`src/rtl/aclink_tx_pkg.sv`:
```
package aclink_tx_pkg;
  // Default link geometry
  localparam int unsigned TAG_BITS   = 16;
  localparam int unsigned SLOT_BITS  = 20;
  localparam int unsigned SLOT_COUNT = 12;
  localparam int unsigned SAMPLE_BITS = 16;
  localparam int unsigned REG_ADDR_BITS = 7;
  // Number of leading data slots that can carry content
  localparam int unsigned LIVE_SLOTS = 4;

  // Index of each live slot (0-based, slot 1 of the link is index 0)
  typedef enum logic [1:0] {
    SL_CMD   = 2'd0,
    SL_WDATA = 2'd1,
    SL_LEFT  = 2'd2,
    SL_RIGHT = 2'd3
  } slot_id_e;
endpackage

```
`src/rtl/aclink_rst_sync.sv`:
```
module aclink_rst_sync (
  input  logic clk_i,
  input  logic rst_n_i,
  output logic rst_n_o
);
  logic [1:0] stage_q;

  always_ff @(posedge clk_i or negedge rst_n_i) begin
    if (!rst_n_i) stage_q <= 2'b00;
    else          stage_q <= {stage_q[0], 1'b1};
  end

  assign rst_n_o = stage_q[1];
endmodule

```
`src/rtl/aclink_bit_timer.sv`:
```
module aclink_bit_timer #(
  parameter int unsigned FRAME_W = 256,
  parameter int unsigned TAG_W   = 16
) (
  input  logic clk_i,
  input  logic rst_n_i,
  output logic load_o,
  output logic sync_o
);
  localparam int unsigned CNT_W = $clog2(FRAME_W);
  localparam logic [CNT_W-1:0] LAST = CNT_W'(FRAME_W - 1);
  localparam logic [CNT_W-1:0] TAG_END = CNT_W'(TAG_W);

  logic [CNT_W-1:0] cnt_q, cnt_d;

  always_comb begin
    if (cnt_q == LAST) cnt_d = '0;
    else               cnt_d = cnt_q + 1'b1;
  end

  // Reset parks the counter on the last bit so the first edge out of reset loads
  always_ff @(posedge clk_i or negedge rst_n_i) begin
    if (!rst_n_i) cnt_q <= LAST;
    else          cnt_q <= cnt_d;
  end

  assign load_o = (cnt_q == LAST);
  assign sync_o = (cnt_q < TAG_END);


  sync_start_chk: assert property (@(posedge clk_i) disable iff (!rst_n_i)
    $rose(sync_o) |-> (cnt_q == '0));
endmodule

```
`src/rtl/aclink_frame_build.sv`:
```
module aclink_frame_build
  import aclink_tx_pkg::*;
#(
  parameter int unsigned TAG_W   = TAG_BITS,
  parameter int unsigned SLOT_W  = SLOT_BITS,
  parameter int unsigned N_SLOTS = SLOT_COUNT,
  parameter int unsigned SAMP_W  = SAMPLE_BITS,
  parameter int unsigned ADDR_W  = REG_ADDR_BITS,
  localparam int unsigned FRAME_W = TAG_W + SLOT_W * N_SLOTS
) (
  input  logic              cmd_take_i,
  input  logic              cmd_rd_i,
  input  logic [ADDR_W-1:0] cmd_addr_i,
  input  logic [SAMP_W-1:0] cmd_wdata_i,
  input  logic              pcm_take_i,
  input  logic [SAMP_W-1:0] pcm_left_i,
  input  logic [SAMP_W-1:0] pcm_right_i,
  output logic [FRAME_W-1:0] frame_o
);
  localparam int unsigned LOW_PAD  = SLOT_W - SAMP_W;
  localparam int unsigned ADDR_PAD = SLOT_W - 1 - ADDR_W;
  localparam int unsigned TAG_PAD  = TAG_W - 1 - LIVE_SLOTS;

  logic [LIVE_SLOTS-1:0] live;
  logic [SLOT_W-1:0]     slot_w [N_SLOTS];
  logic                  is_write;

  assign is_write = cmd_take_i && !cmd_rd_i;

  // Valid flags in tag order: slot 1 first (highest tag bit below the frame flag)
  always_comb begin
    live[LIVE_SLOTS-1-SL_CMD]   = cmd_take_i;
    live[LIVE_SLOTS-1-SL_WDATA] = is_write;
    live[LIVE_SLOTS-1-SL_LEFT]  = pcm_take_i;
    live[LIVE_SLOTS-1-SL_RIGHT] = pcm_take_i;
  end

  assign frame_o[FRAME_W-1 -: TAG_W] = {(|live), live, {TAG_PAD{1'b0}}};

  genvar s;
  generate
    for (s = 0; s < N_SLOTS; s++) begin : g_slot
      if (s == SL_CMD) begin : g_cmd
        assign slot_w[s] = cmd_take_i ? {cmd_rd_i, cmd_addr_i, {ADDR_PAD{1'b0}}} : '0;
      end else if (s == SL_WDATA) begin : g_wd
        assign slot_w[s] = is_write ? {cmd_wdata_i, {LOW_PAD{1'b0}}} : '0;
      end else if (s == SL_LEFT) begin : g_l
        assign slot_w[s] = pcm_take_i ? {pcm_left_i, {LOW_PAD{1'b0}}} : '0;
      end else if (s == SL_RIGHT) begin : g_r
        assign slot_w[s] = pcm_take_i ? {pcm_right_i, {LOW_PAD{1'b0}}} : '0;
      end else begin : g_pad
        assign slot_w[s] = '0;
      end
      assign frame_o[FRAME_W-TAG_W-1-s*SLOT_W -: SLOT_W] = slot_w[s];
    end
  endgenerate
endmodule

```
`src/rtl/aclink_shift_out.sv`:
```
module aclink_shift_out #(
  parameter int unsigned FRAME_W = 256,
  parameter int unsigned TAG_W   = 16,
  parameter int unsigned PAD_W   = 160,
  parameter int unsigned LIVE_N  = 4
) (
  input  logic               clk_i,
  input  logic               rst_n_i,
  input  logic               load_i,
  input  logic [FRAME_W-1:0] frame_i,
  output logic               sdata_o
);
  logic [FRAME_W-1:0] frame_q, frame_d;

  always_comb begin
    if (load_i) frame_d = frame_i;
    else        frame_d = {frame_q[FRAME_W-2:0], 1'b0};
  end

  always_ff @(posedge clk_i or negedge rst_n_i) begin
    if (!rst_n_i) frame_q <= '0;
    else          frame_q <= frame_d;
  end

  assign sdata_o = frame_q[FRAME_W-1];


  pad_zero_chk: assert property (@(posedge clk_i) disable iff (!rst_n_i)
    load_i |=> (frame_q[PAD_W-1:0] == '0));


  tag_flag_chk: assert property (@(posedge clk_i) disable iff (!rst_n_i)
    load_i |=> (frame_q[FRAME_W-1] == (|frame_q[FRAME_W-2 -: LIVE_N])));


  idle_tag_chk: assert property (@(posedge clk_i) disable iff (!rst_n_i)
    load_i |=> ((frame_q[FRAME_W-2 -: TAG_W-1] == '0) -> !frame_q[FRAME_W-1]));
endmodule

```
`src/rtl/aclink_tx_framer.sv`:
```
module aclink_tx_framer
  import aclink_tx_pkg::*;
#(
  parameter int unsigned TAG_W   = TAG_BITS,
  parameter int unsigned SLOT_W  = SLOT_BITS,
  parameter int unsigned N_SLOTS = SLOT_COUNT,
  parameter int unsigned SAMP_W  = SAMPLE_BITS,
  parameter int unsigned ADDR_W  = REG_ADDR_BITS
) (
  input  logic              clk_i,
  input  logic              rst_n_i,
  input  logic              cmd_valid_i,
  input  logic              cmd_rd_i,
  input  logic [ADDR_W-1:0] cmd_addr_i,
  input  logic [SAMP_W-1:0] cmd_wdata_i,
  output logic              cmd_ready_o,
  input  logic              pcm_valid_i,
  input  logic [SAMP_W-1:0] pcm_left_i,
  input  logic [SAMP_W-1:0] pcm_right_i,
  output logic              pcm_ready_o,
  output logic              sdata_o,
  output logic              sync_o
);
  localparam int unsigned FRAME_W = TAG_W + SLOT_W * N_SLOTS;
  localparam int unsigned PAD_W   = SLOT_W * (N_SLOTS - LIVE_SLOTS);

  logic               rst_n;
  logic               load;
  logic               cmd_take, pcm_take;
  logic               cmd_rdy_q, cmd_rdy_d;
  logic               pcm_rdy_q, pcm_rdy_d;
  logic [FRAME_W-1:0] frame_w;

  aclink_rst_sync u_rst (
    .clk_i   (clk_i),
    .rst_n_i (rst_n_i),
    .rst_n_o (rst_n)
  );

  aclink_bit_timer #(.FRAME_W(FRAME_W), .TAG_W(TAG_W)) u_timer (
    .clk_i   (clk_i),
    .rst_n_i (rst_n),
    .load_o  (load),
    .sync_o  (sync_o)
  );

  assign cmd_take = load && cmd_valid_i;
  assign pcm_take = load && pcm_valid_i;

  aclink_frame_build #(
    .TAG_W(TAG_W), .SLOT_W(SLOT_W), .N_SLOTS(N_SLOTS),
    .SAMP_W(SAMP_W), .ADDR_W(ADDR_W)
  ) u_build (
    .cmd_take_i  (cmd_take),
    .cmd_rd_i    (cmd_rd_i),
    .cmd_addr_i  (cmd_addr_i),
    .cmd_wdata_i (cmd_wdata_i),
    .pcm_take_i  (pcm_take),
    .pcm_left_i  (pcm_left_i),
    .pcm_right_i (pcm_right_i),
    .frame_o     (frame_w)
  );

  aclink_shift_out #(
    .FRAME_W(FRAME_W), .TAG_W(TAG_W), .PAD_W(PAD_W), .LIVE_N(LIVE_SLOTS)
  ) u_shift (
    .clk_i   (clk_i),
    .rst_n_i (rst_n),
    .load_i  (load),
    .frame_i (frame_w),
    .sdata_o (sdata_o)
  );

  always_comb begin
    cmd_rdy_d = cmd_take;
    pcm_rdy_d = pcm_take;
  end

  always_ff @(posedge clk_i or negedge rst_n) begin
    if (!rst_n) begin
      cmd_rdy_q <= 1'b0;
      pcm_rdy_q <= 1'b0;
    end else begin
      cmd_rdy_q <= cmd_rdy_d;
      pcm_rdy_q <= pcm_rdy_d;
    end
  end

  assign cmd_ready_o = cmd_rdy_q;
  assign pcm_ready_o = pcm_rdy_q;


  cmd_pulse_chk: assert property (@(posedge clk_i) disable iff (!rst_n)
    cmd_ready_o |=> !cmd_ready_o);


  ready_in_tag_chk: assert property (@(posedge clk_i) disable iff (!rst_n)
    (cmd_ready_o || pcm_ready_o) |-> sync_o);


  load_sync_chk: assert property (@(posedge clk_i) disable iff (!rst_n)
    load |=> sync_o);
endmodule

```
`config.mk`:
```
export PLATFORM = sky130hd
export DESIGN_NAME = aclink_tx_framer
export DESIGN_NICKNAME = d
export VERILOG_FILES = /design/src/rtl/aclink_tx_pkg.sv /design/src/rtl/aclink_rst_sync.sv /design/src/rtl/aclink_bit_timer.sv /design/src/rtl/aclink_frame_build.sv /design/src/rtl/aclink_shift_out.sv /design/src/rtl/aclink_tx_framer.sv
export SDC_FILE = /design/constraint.sdc
export NUM_CORES = 1
export LEC_CHECK = 0
export BUFFER_PORTS_ARGS = -buffer_cell sky130_fd_sc_hd__buf_2
export CORE_ASPECT_RATIO = 1.5
export CORE_MARGIN = 3
export CORE_UTILIZATION = 40
export CTS_BUF_LIST = sky130_fd_sc_hd__clkbuf_16
export CTS_CLUSTER_DIAMETER = 150
export DETAILED_ROUTE_END_ITERATION = 8
export MAX_ROUTING_LAYER = met4
export REMOVE_ABC_BUFFERS = 1
export SKIP_LAST_GASP = 1
export SLEW_MARGIN = 40
export SYNTH_ARGS = -nofsm -noshare
export SYNTH_HDL_FRONTEND = slang
export SYNTH_SLANG_ARGS = --single-unit
```
`constraint.sdc`:
```
create_clock -name clk_i -period 6.6 [get_ports clk_i]
set_clock_uncertainty 0.15 [all_clocks]
set_input_delay 0.33 -clock clk_i [delete_from_list [all_inputs] [get_ports clk_i]]
set_output_delay 0.33 -clock clk_i [all_outputs]
set_load 0.02 [all_outputs]
```
* Word level (Yosys, flattened, before mapping)
Index checks and enable logic that the tools add are counted.
W data, S select, Z words.
** Storage, ports and cells
- Bits in registers :: 268
- Bits of input ports :: 60
- Output and inout port bits :: 4
- Logic and storage cells :: 19
** Cells by class
- Add/sub/neg operators :: 1
- Magnitude comparators :: 1
- Eq/ne operators :: 1
- Multiplexer cells :: 6
- Reductions and logical operators :: 5
** Operators by type and width (number)
- $mux W256 :: 1
- $mux W20 :: 4
- $add A8 B1 Y8 const B :: 1
- $eq A8 B8 Y1 const B :: 1
- $lt A8 B5 Y1 const B :: 1
- $mux W8 :: 1
- $logic_and A1 B1 Y1 :: 3
- $reduce_or A3 Y1 :: 1
- $logic_not A1 Y1 :: 1

* Depth between registers and ports, before layout
Gate-level depths: netlist (run 1).
- Word-level depth :: 5
- Mapped depth :: 6
- Gate-level depth less buffers :: 4

* Cells and area by module
Synthesis (run 1) repeated with hierarchy kept, for this count alone.
** Second synthesis, totals
- Cell total of the unflattened synthesis :: 841
- Area total of the unflattened synthesis :: 12004.0 um2
** By module, submodules not included
- aclink_shift_out :: times used 1, cells an instance 540, area an instance 9589.2 um2, sequential area each 6406.1 um2
- aclink_frame_build :: times used 1, cells an instance 264, area an instance 1939.4 um2, sequential area each 0.0 um2
- aclink_bit_timer :: times used 1, cells an instance 30, area an instance 359.1 um2, sequential area each 210.2 um2
- aclink_tx_framer :: times used 1, cells an instance 4, area an instance 62.6 um2, sequential area each 50.0 um2
- aclink_rst_sync :: times used 1, cells an instance 3, area an instance 53.8 um2, sequential area each 50.0 um2

* Worst setup path before layout (run 1)
No wires, ideal clock.
- Path kind :: register -> register
- Start :: register u_timer.cnt_q[0]
- End :: register u_shift.frame_q[252]
- Library setup time :: 0.125 ns
- Arrival time :: 1.614 ns
- Data required time :: 6.325 ns
- Slack :: 4.711 ns
- Cell stages (with the launch flop) :: 6
- Path buffers :: 1
- Period minus slack after synthesis :: 1.889 ns
- Cells stage by stage :: dfstp_2 ha_1 nand4_4 nor2_4 buf_4 mux2_2
** On the way
- Word-level cells in the longest chain between the ends :: 3
** Ends and longest elaborated chain
- start: declaration :: RTL line aclink_bit_timer.sv:14 : logic [CNT_W-1:0] cnt_q, cnt_d;
- start signal: assignment :: RTL line aclink_bit_timer.sv:24 : else cnt_q <= cnt_d;
- $eq A8 B8 Y1 (*) :: RTL line aclink_bit_timer.sv:27 : assign load_o = (cnt_q == LAST);
- $logic_and A1 B1 Y1 :: RTL line aclink_tx_framer.sv:48 : assign pcm_take = load && pcm_valid_i;
- $mux W256 (*) :: RTL line aclink_shift_out.sv:16 : if (load_i) frame_d = frame_i;
- net u_shift.frame_d[252] :: RTL line aclink_shift_out.sv:13 : logic [FRAME_W-1:0] frame_q, frame_d;
- end signal: assignment :: RTL line aclink_shift_out.sv:22 : else frame_q <= frame_d;
- end: declaration :: RTL line aclink_shift_out.sv:13
The timed path passes the listed nets; every way through them passes the cells marked *.

* Worst setup path in the final report (run 1)
- Start :: register u_timer.cnt_q[0]
- End :: register u_shift.frame_q[251]
Same word-level chain as after synthesis.

==> results of run 1 <==
[power groups by stage]
stage	clock, mW	combinational [mW]	sequential, mW
floorplan	0	0.0154	0.670
global placement	0	0.0462	0.668
detailed placement	0	0.0475	0.668
CTS	0.469	0.0481	0.657
global route	0.487	0.0534	0.658
finish	0.448	0.0461	0.656
[kinds of logic after synthesis]
kind of cell,after synthesis,share of synthesized area
AO/OA/AOI/OAI,118,0.177
flip-flops,104,0.622
AND/OR/NAND/NOR,104,0.125
buffers and inverters,35,0.0533
XOR/XNOR,4,0.00834
multiplexers,4,0.0107
adder cells (fa/ha/maj),1,0.00298
other,1,0.000893
[worst register-to-register path, stage by stage, from the launching register on]
cell and delay [ns]:
dfstp_2 0.58, ha_1 0.33, nand4_4 0.11, buf_6 0.29, nor2_4 0.44, buf_16 0.22
mux2_2 0.35
[worst min-delay path by stage]
stage / start / endpoint / slack (ns) / cells past startpoint
finish: pcm_right_i[7] / u_shift.frame_q[171] / 0.08 / 3
global route: cmd_wdata_i[10] / u_shift.frame_q[214] / 0.07 / 3
CTS: cmd_wdata_i[10] / u_shift.frame_q[214] / 0.06 / 3
detailed placement: rst_n_i / u_rst.stage_q[0] / -0.03 / 1
global placement: rst_n_i / u_rst.stage_q[0] / -0.03 / 1
floorplan: rst_n_i / u_rst.stage_q[0] / -0.12 / 0
[metal layers]
metal  track usage  vias up  part of all wire
li1              -     1373                 -
met1         0.166     1326              0.45
met2         0.217       44              0.50
met4        0.0662        0             0.019
met3        0.0314        8             0.032
met5             -        -                 0
[layout by cell type (no fill, tap or decap), drive strengths merged, types with 3 or more instances in the layout]
cell,instances
inv,3
clkbuf,9
nor2b,33
nand2,56
o31ai,58
buf,67
nor2,4
o21ai,56
dfrtp,96
dfstp,8
mux2,4
nand3,4
[state kept, by name (all words and copies together) (netlist names)]
name and flops:
cmd_ready_o 1, pcm_ready_o 1, u_rst.stage_q 2, u_shift.frame_q 92, u_timer.cnt_q 8
[area by class of cell]
class,instances,area share
Clock buffer,9,0.0470
Clock inverter,5,0.00418
Multi-Input combinational cell,232,0.286
Sequential cell,104,0.546
Tap cell,141,0.0368
Timing Repair Buffer,68,0.0799
[stage by stage]
step / std cells / power, mW / cell area, um^2 / utilization / setup slack (ns)
2_1_floorplan: 336 / 0.686 / 3980 / - / 3.35
6_report: 559 / 1.15 / 4790 / 0.470 / 4.03
3_5_place_dp: 543 / 0.716 / 4510 / 0.443 / 3.81
4_1_cts: 558 / 1.17 / 4770 / 0.468 / 3.79
5_1_grt: 559 / 1.20 / 4790 / 0.470 / 3.86
3_3_place_gp: 543 / 0.714 / 4500 / 0.442 / 3.73
[timing repair]
action                                 4_1_cts  5_1_grt
endpoints found under the hold margin        2        0
hold buffers                                 1        0
setup endpoints to repair                    0        0
==> results.cfg, run 1 <==
[synthesis]
synth_top_cells_by_count = dfrtp_1 (96), o31ai_1 (58), nand2_1 (56), o21ai_0 (56), nor2b_1 (33)
yosysUniqueCellTypes = 29
synth_area_leader_cell = dfrtp_1
synth_async_sr_flop_share = 1.00
synthFlopType = dfrtp_1
syn_area_um2 = 4200
syn_area_per_cell_um2 = 11.3
netlist_top_cells_area = dfrtp_1 (57%), o31ai_1 (10%), o21ai_0 (6.7%), dfstp_2 (5.0%), nand2_1 (5.0%)
synth_edf_count = 0
synthCells = 371
yosys_warnings = 0
ys_seq_area_frac = 0.622
synth_top_area_share = 0.572
ys_ff_latch = 104
yosys.cell_count.top_type = dfrtp_1

[power]
p_per_area_nw_per_um2 = 240
leakagePower_nw = 2.22
p_sw_mw = 0.235
p_seq_frac = 0.570
power.share.clock = 0.390
ir_drop_mv = 0.121
intPower_mw = 0.915
switching_share = 0.205
combPwrFrac = 0.040

[timing]
hold_viol_final = 0
relSlewSlack = 0.513
fin_crit_sh = 0.390
hold_ws_ns = 0.0798
fmaxAchievable_mhz = 389
period_needed_ns = 2.57
finalSetupViolCount = 0
drv_slew = 0
worstMarginPinSlew_ns = 0.731
rsz0062_at_grt = no
setup_tns_ns = 0

[floorplan]
fp.dieH_um = 131
fp-row-count = 45
die-area_um2 = 11800
start_util = 0.412
die_w_um = 89.7
core_area_um2 = 10200
num_io_pins = 64

[setup_path]
required_ns = 6.67
worstSetupEndpoint = u_shift.frame_q[251]
cp_num_cells = 6
worstSetupStartpoint = u_timer.cnt_q[0]
slowest_delay_ns = 0.58
start_kind = register
cp_max_fo = 113
path_cells = ha_1, nand4_4, buf_6, nor2_4, buf_16, mux2_2
cp.arrival_ns = 2.64
reg2reg_slack_ns = 4.03
crit_buf_inv = 2
rr_endpoint = u_shift.frame_q[251]
ff2ff_path_depth = 6
crit_type = register to register
cpLargestDelayFamily = flip-flops
critPathCaptureType = register
crit_path_top_delay_cell = dfstp_2
r2r_start = u_timer.cnt_q[0]

[clock_tree]
clk_path_buf_depth = 2
htree_num_levels = 3
cts_root_buffer = clkbuf_16
clkTransAtPathRegs_ns = 0.07
cts_resized = 0
clkLatencyLatePin_ns = 0.33
post_cts_buffers = 0
cts_sinks = 104
cts_made_buffers = 9
cts_tree = yes

[global_route]
first_global_vias = 2771
grt_usage = 0.139
overflow = 0
antenna_found_initial = 0
grt_start_max_net_pins = 116
grt_pass1_wl_um = 12400

[flow_run]
max_cap_viol_count = 0

[detailed_routing]
drt-wirelength-per-cell_um = 13.1
drt_wl_total_um = 7320
drt_iter0_drc = 139
ant_nets = 0
vias = 2751
viasPerCell = 4.92
remaining_drc_errors = 0
dr.pass1.iters = 4

[hold_path]
hold_path_class = primary input to register

[placement]
hpwl_um = 4470
io_buffers = 63
place_congestion = 0.732

[layout]
multiInputGateArea_um2 = 1370
n_antenna_cell = 0
syn_to_final_growth_pct = 14.2
drive_gt1_frac = 0.225
nFillCells = 992
nNetsFinal = 476
ff_latch_area_um2 = 2620

[run_status]
status = finished, final reports clean
Note: power is estimated with default switching activity, not from simulation.
==> inputs of run 2 (changes only) <==
Clock period 6.6 ns to 2.4 ns, I/O delays scaled along.
==> run 2 against run 1 <==
  * Sequential power grew to 2.7 times the previous value
  * Setup slack got worse by 3.7 ns
  * Cell area up 15%
  * Maximum frequency rose by 26%
  * Power increased to 2.9 times the previous value
  * Flip-flop and latch count unchanged
  * Clock power grew to 2.9 times the previous value
  * Combinational power rose to 4.8 times the previous value
  * Count of clock-buffer cells in the layout unchanged
  * Critical path type unchanged
  * Critical endpoint is now u_shift.frame_q[252]
==> results.cfg, run 2 (synthesis results as in run 1) <==
[setup_path]
required_ns = 2.47
slowest_delay_ns = 0.59
cpLargestDelayFamily = flip-flops
start_kind = register
crit_path_top_delay_cell = dfstp_2
rr_endpoint = u_shift.frame_q[252]
r2r_start = u_timer.cnt_q[0]
worstSetupStartpoint = u_timer.cnt_q[0]
reg2reg_slack_ns = 0.36
cp.arrival_ns = 2.11
crit_buf_inv = 0
cp_max_fo = 13
cp_num_cells = 4
ff2ff_path_depth = 4
path_cells = ha_1, nand4_4, nor2_4, mux2_2
worstSetupEndpoint = u_shift.frame_q[252]
crit_type = register to register
critPathCaptureType = register

[clock_tree]
clkLatencyLatePin_ns = 0.34
clkTransAtPathRegs_ns = 0.07
htree_num_levels = 3
cts_resized = 0
cts_made_buffers = 9
clk_path_buf_depth = 2
cts_tree = yes
cts_sinks = 104
cts_root_buffer = clkbuf_16

[power]
power_mw = 3.34
power.share.clock = 0.395
p_per_area_nw_per_um2 = 607
combPwrFrac = 0.066
intPower_mw = 2.61
switching_share = 0.219
p_seq_frac = 0.539
p_sw_mw = 0.730
leakagePower_nw = 2.51
ir_drop_mv = 0.468

[global_route]
overflow = 0
grt_pass1_wl_um = 14100
antenna_found_initial = 0
first_global_vias = 3021
grt_start_max_net_pins = 113
grt_usage = 0.156

[detailed_routing]
drt_iter0_drc = 131
drt_wl_total_um = 8240
viasPerCell = 4.80
dr.pass1.iters = 4
vias = 3017
drt-wirelength-per-cell_um = 13.1
remaining_drc_errors = 0
ant_nets = 0

[placement]
hpwl_um = 4540
dpl-instance-area_um2 = 4570
io_buffers = 63
place_congestion = 0.710
place_inst = 546

[timing]
setup_tns_ns = 0
fin_crit_sh = 0.849
rsz0062_at_grt = no
hold_ws_ns = 0.120
finalSetupViolCount = 0
drv_slew = 0
relSlewSlack = 0.597
hold_viol_final = 0
period_needed_ns = 2.04
fmaxAchievable_mhz = 491
worstMarginPinSlew_ns = 0.604

[layout]
n_antenna_cell = 0
ff_latch_area_um2 = 2620
multiInputGateArea_um2 = 1370
regMostFlops = u_shift.frame_q
fin_cells = 628
final_cell_mix = dfrtp_1 (95), dlygate4sd3_1 (66), buf_2 (63), o31ai_1 (58)
top_regs = u_shift.frame_q x92, u_timer.cnt_q x8, u_rst.stage_q x2
nFillCells = 925
nNetsFinal = 543
syn_to_final_growth_pct = 31.0
drive_gt1_frac = 0.203
largest_reg_flops = 92
final_common_cell = dfrtp_1
design_area_um2 = 5500

[hold_path]
hold_path_class = register to asynchronous set/reset pin

[floorplan]
fp.dieH_um = 131
start_util = 0.412
die-area_um2 = 11800
num_io_pins = 64
fp-row-count = 45
core_area_um2 = 10200
die_w_um = 89.7

[flow_run]
max_cap_viol_count = 0

[run_status]
status = finished, final reports clean
[run 2: cell types whose count changed in the layout (fill, tap and decap cells not counted), moves of 2 or more]
cell / change
buf_12: +4
buf_6: -2
dlygate4sd3_1: +65
clkinv_2: +2
[run 2: area by class of cell]
class	instances	area share
repair buffers	135	0.195
well taps	141	0.0321
clock buffers	9	0.0410
clock inverters	7	0.00728
multi-input cells	232	0.249
flip-flops and latches	104	0.476
[run 2: stage by stage]
stage,utilization,worst slack [ns]
final,0.540,0.362
after global placement,0.449,0.421
after global routing,0.540,0.269
after CTS,0.540,0.351
after floorplan,-,-0.848
after detailed placement,0.449,0.362
[run 2: worst min-delay path by stage]
stage | start | endpoint | slack, ns
final | u_rst.stage_q[1] | u_shift.frame_q[211] | 0.12
after global routing | u_rst.stage_q[1] | u_shift.frame_q[210] | 0.16
after CTS | u_rst.stage_q[1] | u_shift.frame_q[211] | 0.14
after detailed placement | rst_n_i | u_rst.stage_q[0] | -0.24
after global placement | rst_n_i | u_rst.stage_q[0] | -0.25
after floorplan | rst_n_i | u_rst.stage_q[0] | -0.33
[run 2: metal layers]
layer / part of all wire / GRT usage / vias up
met5: 0 / - / -
li1: - / - / 1505
met1: 0.46 / 0.215 / 1449
met3: 0.025 / 0.0307 / 14
met4: 0.022 / 0.0629 / 0
met2: 0.49 / 0.227 / 49
[run 2: power by group through the flow]
stage	clock network [mW]	logic (mW)	registers, mW
after CTS	1.35	0.222	1.80
final	1.32	0.220	1.80
after detailed placement	0	0.141	1.83
after global placement	0	0.138	1.83
after global routing	1.43	0.248	1.80
after floorplan	0	0.0423	1.84
[run 2: timing repair]
action / CTS / global route
hold buffers: 66 / 0
hold endpoints to repair: 59 / 0
setup buffers: 0 / 0
==> inputs of run 3 (changes only) <==
Clock period 2.4 ns to 2 ns, I/O delays scaled along.
==> run 3 against run 2 <==
  * Die area unchanged
  * Register-to-register slack worse by 0.30 ns
  * Non-clock buffer count up 11
  * Setup slack worse by 0.30 ns
  * Cell count up 1.8%
  * Global-route usage up 0.40 points
  * Wire length up 9.6%
  * Critical path depth up 2
  * Cell area up 2.9%
  * Critical endpoint is now u_shift.frame_q[209]
  * Largest power group unchanged
==> results.cfg, run 3 (synthesis results as in run 1) <==
[timing]
rsz0062_at_grt = yes
drv_slew = 0
hold_viol_final = 0
fmaxAchievable_mhz = 517
finalSetupViolCount = 0
fin_ws_ns = 0.0640
fin_crit_sh = 0.968
hold_ws_ns = 0.122
period_needed_ns = 1.94
relSlewSlack = 0.600
worstMarginPinSlew_ns = 0.599

[detailed_routing]
viasPerCell = 4.85
remaining_drc_errors = 0
dr.pass1.iters = 5
vias = 3102
drt_wl_total_um = 9040
drt-wirelength-per-cell_um = 14.1
drt_iter0_drc = 227
ant_nets = 0

[global_route]
grt_usage = 0.160
antenna_found_initial = 0
grt_pass1_wl_um = 14300
grt_start_max_net_pins = 107
overflow = 0
first_global_vias = 2992

[setup_path]
critPathCaptureType = register
rr_endpoint = u_shift.frame_q[209]
cp.arrival_ns = 2.00
cp_max_fo = 53
worstSetupStartpoint = u_timer.cnt_q[0]
r2r_start = u_timer.cnt_q[0]
crit_type = register to register
ff2ff_path_depth = 6
start_kind = register
worstSetupEndpoint = u_shift.frame_q[209]
reg2reg_slack_ns = 0.06
required_ns = 2.07

[placement]
io_buffers = 63
place_ws_ns = 0.106
place_congestion = 0.705
hpwl_um = 4730

[layout]
nNetsFinal = 554
final_common_cell = dfrtp_1
drive_gt1_frac = 0.219
post-route-util = 0.555
largest_reg_flops = 92
top_regs = u_shift.frame_q x92, u_timer.cnt_q x8, u_rst.stage_q x2
final_cell_mix = dfrtp_1 (95), dlygate4sd3_1 (67), buf_2 (63), o31ai_1 (58), nand2_1 (56)
regMostFlops = u_shift.frame_q
syn_to_final_growth_pct = 34.7
n_antenna_cell = 0

[clock_tree]
cts_tree = yes
clk_path_buf_depth = 2
clkLatencyLatePin_ns = 0.34
clkTransAtPathRegs_ns = 0.06
cts_root_buffer = clkbuf_16
cts_sinks = 104
htree_num_levels = 3
cts_made_buffers = 9

[run_status]
status = finished, final reports clean

[floorplan]
die_w_um = 89.7
die-area_um2 = 11800
fp.dieH_um = 131
num_io_pins = 64
fp-row-count = 45
core_area_um2 = 10200
start_util = 0.412

[hold_path]
hold_path_class = register to asynchronous set/reset pin

[flow_run]
max_cap_viol_count = 0

[power]
ir_drop_mv = 0.416
leakagePower_nw = 2.60
p_per_area_nw_per_um2 = 725
==> run 3: layout make-up <==
type	instances	area, um^2
Clock buffer	9	225
Multi-Input combinational cell	232	1370
Timing Repair Buffer	146	1210
Tap cell	141	176
Clock inverter	7	56.3
Fill cell	840	4530
Sequential cell	104	2620
==> run 3: per-stage QoR <==
step | TNS (ns) | cells | area [um^2] | total power [mW]
after floorplan | -183.91 | 336 | 3980 | 2.26
after global placement | 0 | 550 | 4600 | 2.37
after detailed placement | 0 | 550 | 4600 | 2.37
after CTS | 0 | 633 | 5560 | 4.14
after global routing | -0.215 | 639 | 5660 | 4.28
final | 0 | 639 | 5660 | 4.10
==> run 3: what timing repair did <==
item	4_1_cts	5_1_grt
gates resized for setup	0	7
endpoints found under the hold margin	59	0
setup buffers	0	4
hold buffers	67	0
endpoints found under the setup margin	0	20
==> run 3: worst max-delay path, cell delays in order (launching register included) <==
cell       delay, ns
dfstp_2         0.59
ha_2            0.22
nand4_4         0.16
buf_12          0.19
clkbuf_16       0.22
o21ai_0         0.18
o31ai_1         0.09
==> run 3: worst min-delay path by stage <==
stage | startpoint | end | cells after the start
after global placement | rst_n_i | u_rst.stage_q[0] | 1
after detailed placement | rst_n_i | u_rst.stage_q[0] | 1
after floorplan | rst_n_i | u_rst.stage_q[0] | 0
final | u_rst.stage_q[1] | u_shift.frame_q[209] | 0
after CTS | u_rst.stage_q[1] | u_shift.frame_q[235] | 0
after global routing | u_rst.stage_q[1] | u_shift.frame_q[214] | 0
==> run 3: where the power goes <==
group / internal (mW) / switching (mW)
Clock: 0.950 / 0.722
Sequential: 2.14 / 0.0196
Combinational: 0.162 / 0.111
==> run 3: per-layer routing <==
layer,wire length [um],global-route usage,vias up
li1,-,-,1528
met1,3970,0.209,1506
met2,4630,0.237,55
met3,247,0.0402,13
met4,191,0.0654,0
met5,0,-,-
